## config.mk

```make
export PLATFORM = sky130hd
export DESIGN_NAME = clk_align_bank
export DESIGN_NICKNAME = d
export VERILOG_FILES = /design/src/rtl/clkbank_pkg.sv /design/src/rtl/div_chan.sv /design/src/rtl/go_seq.sv /design/src/rtl/clk_align_bank.sv
export SDC_FILE = /design/constraint.sdc
export NUM_CORES = 1
export LEC_CHECK = 0
export ABC_AREA = 1
export BUFFER_PORTS_ARGS = -buffer_cell sky130_fd_sc_hd__buf_4
export CAP_MARGIN = 15
export CELL_PAD_IN_SITES_DETAIL_PLACEMENT = 2
export CELL_PAD_IN_SITES_GLOBAL_PLACEMENT = 2
export CORE_ASPECT_RATIO = 0.6
export CORE_UTILIZATION = 31
export DETAILED_ROUTE_END_ITERATION = 8
export GPL_TIMING_DRIVEN = 0
export PLACE_DENSITY_LB_ADDON = 0.1
export SLEW_MARGIN = 0
export SYNTH_ARGS = -nofsm -noshare
export SYNTH_HDL_FRONTEND = slang
export SYNTH_HIERARCHICAL = 1
export SYNTH_SLANG_ARGS = --single-unit
export TNS_END_PERCENT = 5
```

## constraint.sdc

```tcl
create_clock -name clk -period 1.7 [get_ports clk]
set_input_delay 0.34 -clock clk [delete_from_list [all_inputs] [get_ports clk]]
set_output_delay 0.34 -clock clk [all_outputs]
set_load 0.02 [all_outputs]
```

## src/rtl/clkbank_pkg.sv

```systemverilog
package clkbank_pkg;

    // Per-channel command from the GO sequencer
    typedef struct packed {
        logic hold_req;   // finish current period, then park low
        logic release_s;  // load staged ratio and restart high
    } ch_ctl_t;

    typedef enum logic {
        PH_RUN  = 1'b0,
        PH_PARK = 1'b1
    } ch_phase_t;

    // Ratio a channel takes out of reset: channel k divides by k+1
    function automatic int reset_ratio(int idx);
        return idx;
    endfunction

endpackage

```

## src/rtl/div_chan.sv

```systemverilog
module div_chan
    import clkbank_pkg::*;
#(
    parameter int RATIO_W = 5,
    parameter logic [RATIO_W-1:0] RESET_RATIO = '0
) (
    input  logic               clk,
    input  logic               rst,
    input  logic               en_i,
    input  logic [RATIO_W-1:0] stage_i,
    input  ch_ctl_t            ctl_i,
    output logic               clk_o,
    output logic               parked_o
);

    logic [RATIO_W-1:0] cnt_q;
    logic [RATIO_W-1:0] act_q;
    logic               out_q;
    ch_phase_t          ph_q;

    always_ff @(posedge clk) begin
        if (rst) begin
            cnt_q <= '0;
            act_q <= RESET_RATIO;
            out_q <= 1'b0;
            ph_q  <= PH_RUN;
        end else if (ctl_i.release_s) begin
            act_q <= stage_i;
            cnt_q <= '0;
            ph_q  <= PH_RUN;
            out_q <= en_i;
        end else if (!en_i) begin
            cnt_q <= '0;
            out_q <= 1'b0;
            ph_q  <= ctl_i.hold_req ? PH_PARK : PH_RUN;
        end else if (ph_q == PH_PARK) begin
            cnt_q <= '0;
        end else if (cnt_q == act_q) begin
            cnt_q <= '0;
            if (!out_q && ctl_i.hold_req) begin
                ph_q <= PH_PARK;
            end else begin
                out_q <= ~out_q;
            end
        end else begin
            cnt_q <= cnt_q + RATIO_W'(1);
        end
    end

    assign clk_o    = out_q;
    assign parked_o = (ph_q == PH_PARK);

    AST_OFF_LOW: assert property (@(posedge clk) disable iff (rst)
        !en_i |=> !clk_o);
    AST_PARK_LOW: assert property (@(posedge clk) disable iff (rst)
        parked_o |-> !clk_o);
    AST_ACT_FROZEN: assert property (@(posedge clk) disable iff (rst)
        !ctl_i.release_s |=> $stable(act_q));
    AST_CNT_BOUND: assert property (@(posedge clk) disable iff (rst)
        cnt_q <= act_q);

endmodule

```

## src/rtl/go_seq.sv

```systemverilog
module go_seq
    import clkbank_pkg::*;
#(
    parameter int NUM_DIV = 3
) (
    input  logic                       clk,
    input  logic                       rst,
    input  logic                       go_i,
    input  logic [NUM_DIV-1:0]         align_i,
    input  logic [NUM_DIV-1:0]         parked_i,
    output logic                       busy_o,
    output ch_ctl_t [NUM_DIV-1:0]      ctl_o
);

    logic               busy_q;
    logic [NUM_DIV-1:0] mask_q;
    logic               all_parked;
    logic               release_w;

    assign all_parked = &(parked_i | ~mask_q);
    assign release_w  = busy_q && all_parked;

    always_ff @(posedge clk) begin
        if (rst) begin
            busy_q <= 1'b0;
            mask_q <= '0;
        end else if (busy_q) begin
            if (all_parked) busy_q <= 1'b0;
        end else if (go_i) begin
            busy_q <= 1'b1;
            mask_q <= align_i;
        end
    end

    for (genvar g = 0; g < NUM_DIV; g++) begin : g_ctl
        assign ctl_o[g].hold_req  = busy_q & mask_q[g];
        assign ctl_o[g].release_s = release_w & mask_q[g];
    end

    assign busy_o = busy_q;

    AST_BUSY_DROP: assert property (@(posedge clk) disable iff (rst)
        (busy_q && all_parked) |=> !busy_q);
    AST_GO_IGNORED: assert property (@(posedge clk) disable iff (rst)
        busy_q |=> $stable(mask_q));
    AST_EMPTY_GO: assert property (@(posedge clk) disable iff (rst)
        (!busy_q && go_i && align_i == '0) |=> busy_q ##1 !busy_q);

endmodule

```

## src/rtl/clk_align_bank.sv

```systemverilog
module clk_align_bank
    import clkbank_pkg::*;
#(
    parameter int NUM_DIV = 3,
    parameter int RATIO_W = 5
) (
    input  logic                       clk,
    input  logic                       rst,
    input  logic [NUM_DIV-1:0]         div_en_i,
    input  logic [NUM_DIV*RATIO_W-1:0] ratio_stage_i,
    input  logic [NUM_DIV-1:0]         align_i,
    input  logic                       go_i,
    output logic                       busy_o,
    output logic [NUM_DIV-1:0]         div_clk_o
);

    ch_ctl_t [NUM_DIV-1:0] ctl_w;
    logic    [NUM_DIV-1:0] parked_w;

    go_seq #(.NUM_DIV(NUM_DIV)) u_seq (
        .clk      (clk),
        .rst      (rst),
        .go_i     (go_i),
        .align_i  (align_i),
        .parked_i (parked_w),
        .busy_o   (busy_o),
        .ctl_o    (ctl_w)
    );

    for (genvar g = 0; g < NUM_DIV; g++) begin : g_chan
        div_chan #(
            .RATIO_W     (RATIO_W),
            .RESET_RATIO (RATIO_W'(reset_ratio(g)))
        ) u_chan (
            .clk      (clk),
            .rst      (rst),
            .en_i     (div_en_i[g]),
            .stage_i  (ratio_stage_i[g*RATIO_W +: RATIO_W]),
            .ctl_i    (ctl_w[g]),
            .clk_o    (div_clk_o[g]),
            .parked_o (parked_w[g])
        );
    end

endmodule

```

# ---- Word level (Yosys, flattened, before mapping)
# Index checks and enable logic that the tools add are counted.
dict set report op_classes {
  add_sub_neg 3
  n_eq_ne 12
  n_mux 33
  reduce_logical 18
  bitwise 15
}
# op count
set op_table {}
lappend op_table {{$mux W1} 33}
lappend op_table {{$ne A3 B3 Y1 const B} 6}
lappend op_table {{$add A5 B1 Y5 const B} 3}
lappend op_table {{$eq A5 B5 Y1} 3}
lappend op_table {{$reduce_or A5 Y1} 3}
lappend op_table {{$reduce_and A3 Y1} 4}
lappend op_table {{$ne A3 B1 Y1 const B} 3}
lappend op_table {{$not A1 Y1} 7}
lappend op_table {{$and A1 B1 Y1} 6}
lappend op_table {{$reduce_or A2 Y1} 3}
lappend op_table {{$logic_and A1 B1 Y1} 4}
lappend op_table {{$logic_not A1 Y1} 3}
lappend op_table {{$not A3 Y3} 1}
lappend op_table {{$or A3 B3 Y3} 1}
lappend op_table {{$reduce_and A2 Y1} 1}
dict set report totals {
  register_bits 40
  output_inout_bits 4
}

# ---- Depth between registers and ports, before layout
# Gate-level depths: netlist (run 1).
dict set report logic_depth {
  depth_word 7
  ltp_mapped 9
  ltp_nobuf 9
}

# ---- By module
# Netlist (run 1), hierarchy kept.
# mod area_each_um2 cells_per_inst n_inst seq_area_each_um2
set by_module_without_submodules {}
lappend by_module_without_submodules {{div_chan at g_chan[0].u_chan ...} 610.6 89 2 240.2}
lappend by_module_without_submodules {{div_chan at g_chan[2].u_chan} 656.9 91 1 240.2}
lappend by_module_without_submodules {go_seq 201.4 34 1 80.1}

# ---- Worst setup path before layout (run 1)
# OpenSTA, ideal clock, no wires.
dict set report synth_path {
  path_kind {register to register}
  start {register u_seq.busy_q (netlist: u_seq/busy_o)}
  end {register g_chan[1].u_chan.act_q[1]}
  path_stages_with_launch 6
  synth_period_minus_slack_ns 1.342
  arrival_time_ns 1.218
  setup_slack_ns 0.358
  cell_sequence {dfxtp_1 nand2_1 nor2_1 inv_1 o21ai_0 a21oi_1}
}
# element line
set synth_rtl {}
lappend synth_rtl {{from (decl)} go_seq.sv:15} ;# logic busy_q;
lappend synth_rtl {{from (signal assigned)} go_seq.sv:25} ;# busy_q <= 1'b0;
lappend synth_rtl {{from (signal assigned)} go_seq.sv:28} ;# if (all_parked) busy_q <= 1'b0;
lappend synth_rtl {{from (signal assigned)} go_seq.sv:30} ;# busy_q <= 1'b1;
lappend synth_rtl {{to (signal assigned)} div_chan.sv:28} ;# act_q <= stage_i;
lappend synth_rtl {{to (decl)} div_chan.sv:17} ;# logic [RATIO_W-1:0] act_q;

==> impl_metrics.env, run 1 <==
export IMPL_ys_top_cells_by_count="64 x nand2_1, 51 x inv_1, 46 x nor2_1, 40 x dfxtp_1, 18 x nand3_1"
export IMPL_antennaDiodeCount=0
export IMPL_clk_pin_slew_ps=80
export IMPL_startpoint_type="register"
export IMPL_yosysWarnings=6
export IMPL_path_cells="inv_1 -> nand2_1 -> nand3_2 -> nor2_2 -> inv_2 -> o21ai_0 -> a21oi_1"
export IMPL_routed_via_density=4.62
export IMPL_yosys_cell_count_top_type="nand2_1"
export IMPL_rows=22
export IMPL_final_fill_count=760
export IMPL_hold_path_class="in2reg"
export IMPL_grt_pass1_wl_um=10200
export IMPL_wirelength_um=5960
export IMPL_finalPower_mw=2.06
export IMPL_synth_largest_area_cell="dfxtp_1"
export IMPL_hold_viol=0
export IMPL_grt_max_degree=17
export IMPL_nets=365
export IMPL_coreArea_um2=6300
export IMPL_wl_met1_um=3200
export IMPL_multiInputGateArea_um2=1080
export IMPL_grt_remaining_overflow=0
export IMPL_synth_async_reset_ratio_pct=0
export IMPL_required_ps=1900
export IMPL_fin_crit_ps=1510
export IMPL_path_delay_family="simple AND/OR/NAND/NOR gates"
export IMPL_ys_ff_latch=40
export IMPL_ir_drop_mv=0.305
export IMPL_cts_hold_buf=0
export IMPL_area_growth_pct=21.4
export IMPL_vias=1954
export IMPL_syn_area_um2=2080
export IMPL_clock_root_buffer="clkbuf_8"
export IMPL_wl_per_cell_um=14.1
export IMPL_synth_edf_count=0
export IMPL_placedCellCount=414
export IMPL_avgSynthCellArea_um2=6.86
export IMPL_min_from="ratio_stage_i[5]"
export IMPL_antenna_found_initial=0
export IMPL_dieArea_um2=7050
export IMPL_dr_wl_met2_um=2470
export IMPL_min_period_over_period_pct=88.6
export IMPL_clkSinkCount=40
export IMPL_leakage_nw=1.15
export IMPL_synth_top_area_share_pct=38.5
export IMPL_io_pin_count=28
export IMPL_fmax_ghz=0.664
export IMPL_ys_flop_type="dfxtp_1"
export IMPL_numCtsBuffers=5
export IMPL_finalNonFillerCells=423
export IMPL_timing_critical_path_slowest_stage_cell="dfxtp_1"
export IMPL_outcome="finished, final reports clean"
export IMPL_wl_met3_um=230
export IMPL_endpoint_kind="register"
export IMPL_ys_seq_area_share_pct=38.5
export IMPL_syn_inst=303
export IMPL_first_pass_iters=4
export IMPL_yosys_cell_types_count=24
export IMPL_cts_htree_levels=2
export IMPL_power_per_cell_area_nw_per_um2=815
export IMPL_grt_use_total_pct=19.1
export IMPL_clock_skew_ps=2.49
export IMPL_tightest_slew_ps=364
export IMPL_drt_initial_drc_count=36
export IMPL_maxSlewHeadroom_pct=75.5
export IMPL_tns_ps=0
export IMPL_port_buffers=27
export IMPL_clk_latency_ps=300
export IMPL_cap_violations=0
export IMPL_crit_type="reg2reg"
export IMPL_synthTopCellsByArea="dfxtp_1 39%, nand2_1 12%, inv_1 9.2%, nor2_1 8.3%, nand3_1 4.3%"
export IMPL_hpwl_um=4810
export IMPL_crit_buf_inv=2
export IMPL_ff_latch_area_um2=801
export IMPL_crit_start="g_chan[2].u_chan/parked_o"
export IMPL_highest_layer="met4"
export IMPL_path_max_fanout=10
export IMPL_syn_num_nets=330
export IMPL_setup_viol=0
export IMPL_initial_core_util_pct=33.0
export IMPL_gp_congestion=0.708
export IMPL_grt_setup_unrepaired="false"
export IMPL_r2r_start="g_chan[2].u_chan/parked_o"
export IMPL_grt_pass1_vias=2119
export IMPL_max_stage_delay_ps=410
export IMPL_die_height_um=65.4
export IMPL_cp_arrival_ps=1700
export IMPL_route_detailed_drc=0
export IMPL_dpl_instance_area_um2=2390
export IMPL_die_w_um=108
export IMPL_slew_violations=0
export IMPL_drive_above_1_share_pct=21.2
export IMPL_final_area_um2=2520
export IMPL_clockBufferDepth=2
export IMPL_tritoncts="built"
export IMPL_ant_nets=0
## final cells by class
class | instances | area share (%)
clock buffers | 6 | 2.87
multi-input cells | 204 | 42.8
flip-flops and latches | 40 | 31.7
inverters | 59 | 8.77
well taps | 84 | 4.16
clock inverters | 2 | 1.39
repair buffers | 28 | 8.33
## worst min-delay path, stage by stage
cell and delay (ps):
buf_4 80, nand2_1 40, nand3_1 70
## through the flow
step	hold WS [ps]	setup WS [ps]	util, %
after global routing	259	44.3	40.1
after CTS	238	34.3	39.7
after global placement	456	-31.4	37.9
after floorplan	409	358	-
after detailed placement	481	-83.0	37.9
final	250	193	40.1
## kinds of logic after synthesis
| kind of cell | Yosys count | share of synthesized area, % |
|---|---|---|
| flip-flops | 40 | 38.5 |
| adder cells (fa/ha/maj) | 3 | 1.81 |
| XOR/XNOR | 11 | 4.63 |
| AO/OA/AOI/OAI | 37 | 10.5 |
| AND/OR/NAND/NOR | 153 | 33.9 |
| buffers and inverters | 59 | 10.6 |
## final timing paths
path / end / slack, ps / cells after the start
worst max-delay path: g_chan[2].u_chan/act_q[4] / 190 / 7
worst min-delay path: g_chan[1].u_chan/act_q[0] / 250 / 3
worst max register to register: g_chan[2].u_chan/act_q[4] / 190 / 7
worst min register to register: g_chan[1].u_chan/act_q[1] / 480 / 2
## sequential cells by signal, indices dropped and copies added (netlist names)
| name | flops |
|---|---|
| g_chan.u_chan/parked_o | 3 |
| u_seq/mask_q | 3 |
| g_chan.u_chan/cnt_q | 15 |
| u_seq/busy_o | 1 |
| g_chan.u_chan/act_q | 15 |
| g_chan.u_chan/clk_o | 3 |
## placed cells by master (no fill, tap or decap), drive strengths merged, types with 3 or more instances in the layout
cell type | synthesis | routed
nand2 | 71 | 71
inv | 59 | 59
nor2 | 55 | 55
dfxtp | 40 | 40
buf | 0 | 28
nand3 | 21 | 21
a21oi | 17 | 17
o21ai | 17 | 17
xor2 | 6 | 6
clkbuf | 0 | 6
xnor2 | 5 | 5
nand4 | 3 | 3
a211oi | 3 | 3
ha | 3 | 3
nor4 | 3 | 3
## power by group
group | total [mW] | switching [mW] | internal [mW]
logic | 0.261 | 0.153 | 0.109
registers | 0.997 | 0.0311 | 0.966
clock network | 0.799 | 0.363 | 0.436
## per-layer routing
metal / GRT usage [%] / vias up
met2: 29.2 / 26
met5: 0 / -
met1: 26.4 / 922
met3: 4.96 / 5
li1: - / 1001
met4: 5.65 / 0
## repair_timing
item                                    4_1_cts  5_1_grt
buffers inserted                              0        1
resized for setup                             2        4
pin swaps                                     0        1
endpoints found under the setup margin        7       19
Note: power is estimated with default switching activity, not from simulation.
==> run 2, diff against run 1 <==
- CELL_PAD_IN_SITES_DETAIL_PLACEMENT: 2 -> 1
- CELL_PAD_IN_SITES_GLOBAL_PLACEMENT: 2 -> 1
- CORE_UTILIZATION: 31 -> 40
==> run 2 against run 1 <==
Power shrank 8.1%. Routed wire length shrank 20%. Via count shrank 3.2%. Worst hold slack gained 15 ps. Final area shrank 2.8%. Fmax shrank 8.1%. Utilization grew 11 points. Critical endpoint is now g_chan[0].u_chan/act_q[3]. Largest power group unchanged. Highest routed layer unchanged.
==> impl_metrics.env, run 2 (synthesis gave the netlist of run 1 again) <==
export IMPL_numCtsBuffers=5
export IMPL_coreArea_um2=4780
export IMPL_route_detailed_drc=0
export IMPL_leakage_nw=1.13
export IMPL_hold_path_class="in2reg"
export IMPL_cap_violations=0
export IMPL_hold_viol=0
export IMPL_r2r_start="g_chan[0].u_chan/parked_o"
export IMPL_vias=1892
export IMPL_endpoint_kind="register"
export IMPL_required_ps=1870
export IMPL_antennaDiodeCount=0
export IMPL_clockBufferDepth=2
export IMPL_crit_start="g_chan[0].u_chan/parked_o"
export IMPL_clkSinkCount=40
export IMPL_maxSlewHeadroom_pct=67.7
export IMPL_clock_skew_ps=2.58
export IMPL_setup_viol=0
export IMPL_power_per_cell_area_nw_per_um2=771
export IMPL_clk_pin_slew_ps=70
export IMPL_path_max_fanout=9
export IMPL_tightest_slew_ps=483
export IMPL_path_cells="inv_1 -> nand2_1 -> nand3_1 -> nor2_1 -> inv_2 -> o21ai_0 -> a21oi_1"
export IMPL_first_pass_iters=4
export IMPL_max_stage_delay_ps=430
export IMPL_outcome="finished, final reports clean"
export IMPL_io_pin_count=28
export IMPL_ant_nets=0
export IMPL_top_regs="g_chan.u_chan/act_q x15, g_chan.u_chan/cnt_q x15"
export IMPL_grt_pass1_wl_um=8210
export IMPL_crit_type="reg2reg"
export IMPL_fmax_ghz=0.610
export IMPL_min_from="ratio_stage_i[5]"
export IMPL_grt_use_total_pct=19.6
export IMPL_drive_above_1_share_pct=19.8
export IMPL_cts_htree_levels=2
export IMPL_antenna_found_initial=0
export IMPL_die_height_um=57.9
export IMPL_final_area_um2=2450
export IMPL_wirelength_um=4770
export IMPL_tns_ps=0
export IMPL_timing_critical_path_slowest_stage_cell="nor2_1"
export IMPL_rows=19
export IMPL_die_w_um=95.1
export IMPL_clk_latency_ps=280
export IMPL_area_growth_pct=18.0
export IMPL_dpl_instance_area_um2=2360
export IMPL_nets=364
export IMPL_routed_via_density=4.72
export IMPL_fin_crit_ps=1640
export IMPL_cp_arrival_ps=1810
export IMPL_dieArea_um2=5500
export IMPL_port_buffers=27
export IMPL_gp_congestion=0.756
export IMPL_clock_root_buffer="clkbuf_8"
export IMPL_grt_pass1_vias=1845
export IMPL_layout_commonest_cell="nand2_1"
export IMPL_initial_core_util_pct=43.5
export IMPL_final_cell_mix="64 x nand2_1, 51 x inv_1, 45 x nor2_1"
export IMPL_wl_per_cell_um=11.9
export IMPL_ir_drop_mv=0.381
export IMPL_min_period_over_period_pct=96.4
export IMPL_path_delay_family="simple AND/OR/NAND/NOR gates"
export IMPL_crit_buf_inv=2
export IMPL_hpwl_um=3850
export IMPL_finalPower_mw=1.89
export IMPL_startpoint_type="register"
export IMPL_slew_violations=0
export IMPL_tritoncts="built"
export IMPL_grt_remaining_overflow=0
export IMPL_grt_max_degree=17
export IMPL_drt_initial_drc_count=40
export IMPL_grt_setup_unrepaired="true"
run 2: path summary, 6_finish.rpt:
| kind | to | slack [ps] | cells past startpoint |
|---|---|---|---|
| hold / removal | g_chan[1].u_chan/act_q[0] | 260 | 3 |
| setup reg to reg | g_chan[0].u_chan/act_q[3] | 60 | 7 |
| hold reg to reg | g_chan[0].u_chan/act_q[1] | 480 | 2 |
| setup / recovery | g_chan[0].u_chan/act_q[3] | 60 | 7 |
run 2: cell type report:
type                    instances  area (µm²)
clock buffers                   8        90.1
fillers                       639        2320
inverters                      59         221
multi-input cells             204        1060
flip-flops and latches         40         801
well taps                      63        78.8
repair buffers                 27         203
run 2: per-layer routing:
| metal | wire, µm | global-route usage (%) | up-vias |
|---|---|---|---|
| met2 | 1900 | 28.8 | 21 |
| met3 | 156 | 4.86 | 5 |
| li1 | - | - | 1002 |
| met5 | 0 | 0 | - |
| met1 | 2670 | 28.6 | 864 |
| met4 | 41 | 5.19 | 0 |
run 2: through the flow:
step / std cells / hold slack (ps) / setup WS (ps) / utilization (%)
floorplan: 303 / 409 / 358 / -
global placement: 393 / 464 / 58.4 / 49.4
detailed placement: 393 / 468 / 88.8 / 49.4
CTS: 401 / 258 / 66.1 / 51.3
global route: 401 / 269 / -132 / 51.3
finish: 401 / 265 / 61.3 / 51.3
run 2: power breakdown:
group	leakage, nW	switching (mW)	total (mW)	internal (mW)
Clock	0.0455	0.318	0.649	0.331
Sequential	0.325	0.0303	0.996	0.966
Combinational	0.757	0.139	0.246	0.107
Total	1.13	0.488	1.89	1.40
run 2: what timing repair did:
action                                 in CTS  in global routing
resized for setup                           0                  1
endpoints found under the hold margin       0                  0
setup endpoints to repair                   0                 19
hold buffers                                0                  0
setup buffers                               0                  0
run 2: worst register-to-register path: stages (launching register included):
cell and delay [ps]:
dfxtp_1 400, inv_1 60, nand2_1 50, nand3_1 170, nor2_1 430, inv_2 180, o21ai_0 180, a21oi_1 60
